<file path="config.mk">
export PLATFORM = sky130hd
export DESIGN_NAME = aes_tx_subframe_mapper
export DESIGN_NICKNAME = d
export VERILOG_FILES = /design/src/rtl/aes_sfm_pkg.sv /design/src/rtl/aes_sfm_slot_mux.sv /design/src/rtl/aes_sfm_out_stage.sv /design/src/rtl/aes_tx_subframe_mapper.sv
export SDC_FILE = /design/constraint.sdc
export NUM_CORES = 1
export LEC_CHECK = 0
export ABC_AREA = 1
export CORE_MARGIN = 2
export CORE_UTILIZATION = 35
export DETAILED_ROUTE_END_ITERATION = 10
export DONT_BUFFER_PORTS = 1
export GPL_TIMING_DRIVEN = 0
export PLACE_DENSITY = 0.5
export SETUP_SLACK_MARGIN = 0.15
export SLEW_MARGIN = 15
export SYNTH_ARGS = -nofsm -noshare
export SYNTH_HDL_FRONTEND = slang
export SYNTH_SLANG_ARGS = --single-unit
</file>
<file path="constraint.sdc">
create_clock -name clk -period 2.3 [get_ports clk]
set_input_delay 0.345 -clock clk [delete_from_list [all_inputs] [get_ports clk]]
set_output_delay 0.345 -clock clk [all_outputs]
set_load 0.01 [all_outputs]
</file>
<file path="src/rtl/aes_sfm_pkg.sv">
package aes_sfm_pkg;

    typedef enum logic {
        SLOT_A = 1'b0,
        SLOT_B = 1'b1
    } sfm_slot_e;

    typedef struct packed {
        logic mono;
        logic sel_right;
        logic cs_shared;
    } sfm_cfg_t;

endpackage

</file>
<file path="src/rtl/aes_sfm_slot_mux.sv">
module aes_sfm_slot_mux
    import aes_sfm_pkg::*;
#(
    parameter int DATA_W = 24
) (
    input  sfm_cfg_t          cfg,
    input  sfm_slot_e         slot,
    input  logic [DATA_W-1:0] cur_left,
    input  logic [DATA_W-1:0] cur_right,
    input  logic              cur_cs_left,
    input  logic              cur_cs_right,
    input  logic [DATA_W-1:0] held_right,
    input  logic              held_cs_left,
    input  logic              held_cs_right,
    output logic [DATA_W-1:0] out_data,
    output logic              out_cs
);

    logic src_cs_l;
    logic src_cs_r;
    logic own_cs;
    logic shared_cs;

    always_comb begin
        // stereo slot B draws from the held sample, all other cases from the live one
        if (!cfg.mono && slot == SLOT_B) begin
            src_cs_l = held_cs_left;
            src_cs_r = held_cs_right;
            out_data = held_right;
        end else begin
            src_cs_l = cur_cs_left;
            src_cs_r = cur_cs_right;
            if (cfg.mono) begin
                out_data = cfg.sel_right ? cur_right : cur_left;
            end else begin
                out_data = cur_left;
            end
        end
        own_cs    = (slot == SLOT_A) ? src_cs_l : src_cs_r;
        shared_cs = cfg.sel_right ? src_cs_r : src_cs_l;
        out_cs    = cfg.cs_shared ? shared_cs : own_cs;
    end

endmodule

</file>
<file path="src/rtl/aes_sfm_out_stage.sv">
module aes_sfm_out_stage #(
    parameter int DATA_W = 24
) (
    input  logic              clk,
    input  logic              rst_n,
    input  logic              load,
    input  logic [DATA_W-1:0] load_data,
    input  logic              load_slot_b,
    input  logic              load_cs,
    input  logic              sf_ready,
    output logic              can_load,
    output logic              sf_valid,
    output logic [DATA_W-1:0] sf_data,
    output logic              sf_slot_b,
    output logic              sf_cs
);

    typedef struct packed {
        logic              valid;
        logic [DATA_W-1:0] data;
        logic              slot_b;
        logic              cs;
    } stage_t;

    stage_t st_d;
    stage_t st_q;

    always_comb begin
        can_load = !st_q.valid || sf_ready;
        st_d     = st_q;
        if (load && can_load) begin
            st_d.valid  = 1'b1;
            st_d.data   = load_data;
            st_d.slot_b = load_slot_b;
            st_d.cs     = load_cs;
        end else if (sf_ready) begin
            st_d.valid = 1'b0;
        end
    end

    always_ff @(posedge clk) begin
        if (!rst_n) begin
            st_q <= '0;
        end else begin
            st_q <= st_d;
        end
    end

    assign sf_valid  = st_q.valid;
    assign sf_data   = st_q.data;
    assign sf_slot_b = st_q.slot_b;
    assign sf_cs     = st_q.cs;


    stall_hold_chk: assert property (@(posedge clk) disable iff (!rst_n)
        (sf_valid && !sf_ready) |=> (sf_valid && $stable(sf_data) && $stable(sf_slot_b) && $stable(sf_cs)));


    load_gate_chk: assert property (@(posedge clk) disable iff (!rst_n)
        load |-> can_load);

endmodule

</file>
<file path="src/rtl/aes_tx_subframe_mapper.sv">
module aes_tx_subframe_mapper
    import aes_sfm_pkg::*;
#(
    parameter int DATA_W = 24
) (
    input  logic              clk,
    input  logic              rst_n,
    input  logic              cfg_mono,
    input  logic              cfg_sel_right,
    input  logic              cfg_cs_shared,
    input  logic              in_valid,
    output logic              in_ready,
    input  logic [DATA_W-1:0] in_left,
    input  logic [DATA_W-1:0] in_right,
    input  logic              in_cs_left,
    input  logic              in_cs_right,
    output logic              sf_valid,
    input  logic              sf_ready,
    output logic [DATA_W-1:0] sf_data,
    output logic              sf_slot_b,
    output logic              sf_cs
);

    typedef struct packed {
        sfm_slot_e         slot;
        sfm_cfg_t          cfg;
        logic [DATA_W-1:0] hold_right;
        logic              hold_cs_left;
        logic              hold_cs_right;
    } seq_t;

    seq_t st_d;
    seq_t st_q;

    sfm_cfg_t          cfg_live;
    sfm_cfg_t          cfg_eff;
    logic              can_load;
    logic              take;
    logic              load;
    logic [DATA_W-1:0] mux_data;
    logic              mux_cs;

    always_comb begin
        cfg_live = '{mono: cfg_mono, sel_right: cfg_sel_right, cs_shared: cfg_cs_shared};
        // a frame's mapping is fixed when its slot A is formed
        cfg_eff  = (st_q.slot == SLOT_A) ? cfg_live : st_q.cfg;
        in_ready = can_load && (st_q.slot == SLOT_A || st_q.cfg.mono);
        take     = in_valid && in_ready;
        load     = take || (can_load && st_q.slot == SLOT_B && !st_q.cfg.mono);

        st_d = st_q;
        if (load) begin
            st_d.slot = (st_q.slot == SLOT_A) ? SLOT_B : SLOT_A;
            if (st_q.slot == SLOT_A) begin
                st_d.cfg           = cfg_live;
                st_d.hold_right    = in_right;
                st_d.hold_cs_left  = in_cs_left;
                st_d.hold_cs_right = in_cs_right;
            end
        end
    end

    always_ff @(posedge clk) begin
        if (!rst_n) begin
            st_q <= '{slot: SLOT_A, cfg: '0, hold_right: '0, hold_cs_left: 1'b0, hold_cs_right: 1'b0};
        end else begin
            st_q <= st_d;
        end
    end

    aes_sfm_slot_mux #(.DATA_W(DATA_W)) u_mux (
        .cfg           (cfg_eff),
        .slot          (st_q.slot),
        .cur_left      (in_left),
        .cur_right     (in_right),
        .cur_cs_left   (in_cs_left),
        .cur_cs_right  (in_cs_right),
        .held_right    (st_q.hold_right),
        .held_cs_left  (st_q.hold_cs_left),
        .held_cs_right (st_q.hold_cs_right),
        .out_data      (mux_data),
        .out_cs        (mux_cs)
    );

    aes_sfm_out_stage #(.DATA_W(DATA_W)) u_stage (
        .clk         (clk),
        .rst_n       (rst_n),
        .load        (load),
        .load_data   (mux_data),
        .load_slot_b (st_q.slot == SLOT_B),
        .load_cs     (mux_cs),
        .sf_ready    (sf_ready),
        .can_load    (can_load),
        .sf_valid    (sf_valid),
        .sf_data     (sf_data),
        .sf_slot_b   (sf_slot_b),
        .sf_cs       (sf_cs)
    );

    // checker state: slot of the last delivered subframe, B before the first
    logic last_b_q;
    always_ff @(posedge clk) begin
        if (!rst_n) begin
            last_b_q <= 1'b1;
        end else if (sf_valid && sf_ready) begin
            last_b_q <= sf_slot_b;
        end
    end

    // R7 (and R1: first delivery is slot A)
    slot_alternate_chk: assert property (@(posedge clk) disable iff (!rst_n)
        (sf_valid && sf_ready) |-> (sf_slot_b != last_b_q));


    stereo_b_no_take_chk: assert property (@(posedge clk) disable iff (!rst_n)
        (in_valid && in_ready && st_q.slot == SLOT_B) |-> st_q.cfg.mono);


    cfg_frame_hold_chk: assert property (@(posedge clk) disable iff (!rst_n)
        (st_q.slot == SLOT_B) |=> $stable(st_q.cfg));

endmodule

</file>
==> results.md <==
- Number of DRC markers in iteration 0: 92
- Fin. Hold Viols: 0
- H-tree depth: 3
- Final period util: 85.7%
- Setup Skew: 5.61 ps
- Grt ovf: 0
- Commonest non-fill, non-tap cell in the layout: nand2_1
- Dpl cells: 516
- Crit-path cells: inv_1, nand2_1, buf_2, nand2_1, inv_1
- RSZ-0062 raised after global routing: false
- Crit path required time: 1960 ps
- Max-cap viol count: 0
- Routed Antenna Nets: 0
- Cell depth of the worst flop-to-flop path: 6
- Top cells by area, synth: dfxtp_1 39%, nand2_1 11%, nand3_1 8.6%
- First-pass GRT wire length: 13100 um
- Post-cts sizing count: 0
- Cts bufs inserted: 9
- Met3 usage: 5.79%
- Routed wire length: 8250 um
- Flop-to-flop setup slack: 560 ps
- Lkg Pwr: 1.50 nW
- Hpwl dp: 5710 um
- Largest net degree at the start of global routing: 11
- Post-route minimum period: 1970 ps
- Final count of negative-setup-slack endpoints: 0
- Hold Buf Count CTS: 0
- Slew Viols, Final: 0
- Wire per inst: 15.5 um
- Seq/Total Area, Yosys: 38.6%
- Chip height: 95.9 um
- M2 GR Usage: 30.8%
- Avg Cell Area, Syn: 7.19 um2
- DRC violations left: 0
- Buffers & Inverters on Critical Path: 3
- Die X: 95.9 um
- Fmax: 507 MHz
- DR vias: 2610
- Clock transition at path regs: 70 ps
- Ant diodes: 0
- CORE AREA: 8220 um2
- Status: complete, no violations
- TritonRoute pass-1 iters: 4
- Routed vias/inst: 4.91
- Post-CTS Setup Repair Bufs: 0
- Non-Filler Instances: 532
- Worst path depth: 5
- Initial antenna violation count: 0
- Die area: 9200 um2
- Root buf cell: clkbuf_8
- CP endpoint: in_ready
- Hold Path Class: input port to register
- Reg area: 1140 um2
- Port buffer count: 0
- Finished Core Util: 39.9%
- PwrDens: 850 nW/um2
- Slew @ Worst Pin: 554 ps
- Net count, final: 479
- Crit Path Max Fanout: 10
- Met1 usage: 24.0%
- Worst r2r dst: u_stage.sf_data[11]
- Most frequent cells in the layout: 90 x nand2_1, 61 x inv_1, 57 x dfxtp_1
- Clock insertion delay at the later pin of the skew report: 330 ps
- Core Rows: 33
- FILL cells: 889
- RePlAce Congestion: 0.757
- Critical-path top delay cell: dfxtp_1
- Share of cells above drive strength 1: 17.1%
- Worst Path Arrival: 1630 ps
- Initial Util: 36.0%
- GR Util All Layers: 19.1%
- Mapped Nets: 468
- Layout area overhead: 11.0%
- Cells after Synth: 411
- Most used routing layer: met2
- Slowest stage delay, CP: 450 ps
- I/O Pins: 85
- Clk sinks: 57
- Cell Area, Synth: 2960 um2
- Worst setup margin: 328 ps
- Synth warn: 0
- Synth area leader: dfxtp_1
- Place WS: 585 ps
- Worst slew margin: 63.1%
- Max VDD drop: 0.341 mV
- Crit path max-delay family: buffers and inverters
- Worst setup path startpoint: st_q[28]
- Min-Delay Startpoint: in_right[17]
- RR Startpoint: st_q[29]
- Yosys cell types: 23
- Yosys top cell area share: 38.6%
- Worst setup SP type: register
- CTS tree: done
- Vias in the first global route: 2560
- Post-synthesis register bit count: 57
- Setup TNS: 0 ps
- Clock Path Buffers: 2
- CP endpoint kind: output pin
- Worst Path Class, Setup: register to output pin
- Multi-input logic area: 1400 um2
-- final cells by class --
type | count | area share [%]
multi-input cells | 265 | 42.5
inverters | 63 | 7.28
clock buffers | 14 | 5.57
flip-flops and latches | 57 | 34.8
plain buffers | 26 | 5.53
well taps | 105 | 4.00
clock inverters | 2 | 0.305
-- state kept, by name, summed over array words and instances, names as in the netlist --
| name | cells |
|---|---|
| u_stage.sf_valid | 1 |
| u_stage.sf_data | 24 |
| st_q | 30 |
| u_stage.sf_cs | 1 |
| u_stage.sf_slot_b | 1 |
-- per-stage QoR --
step	power (mW)	area, um2	hold WS (ps)
2_1_floorplan	1.74	2960	424
3_3_place_gp	1.90	3090	436
3_5_place_dp	1.91	3090	444
4_1_cts	2.83	3280	129
5_1_grt	2.97	3280	136
6_report	2.79	3280	146
-- cells by family (layout without fill, tap and decap cells) --
| family | Yosys count | count (layout) | share of synthesized area, % |
|---|---|---|---|
| compound gates | 110 | 110 | 22.8 |
| buf+inv | 89 | 105 | 14.2 |
| simple gates | 155 | 155 | 24.4 |
| flops | 57 | 57 | 38.6 |
-- routing by layer --
| layer | share of wire (%) | wire, um |
|---|---|---|
| met5 | 0 | 0 |
| met4 | 1.3 | 111 |
| met3 | 7.9 | 649 |
| met2 | 45 | 3740 |
| met1 | 45 | 3750 |
-- synth_stat cells --
cell type and instances:
a21oi_1 50, a21oi_2 29, buf_2 7, buf_4 2, buf_6 6, buf_8 2
clkbuf_1 9, dfxtp_1 57, inv_1 61, inv_2 1, inv_4 1, nand2_1 90
nand2_2 2, nand3_1 51, nand3b_1 1, nor2_1 5, nor2_2 1, nor2_4 2
nor2_8 3, o21ai_0 10, o21ai_1 19, o21ai_2 1, o21ai_4 1
-- how the worst min path moves through the flow --
stage,end,slack (ps),cells after the start
final,st_q[19],150,2
after floorplan,st_q[26],420,2
after detailed placement,st_q[26],440,2
after global routing,st_q[22],140,2
after CTS,st_q[19],130,2
after global placement,st_q[26],440,2
-- where the power goes --
part / internal (mW) / switching (mW) / total, mW
Clock: 0.506 / 0.406 / 0.912
Sequential: 1.10 / 0.104 / 1.21
Combinational: 0.237 / 0.432 / 0.669
Total: 1.85 / 0.942 / 2.79
Note: power is estimated with default switching activity, not from simulation.
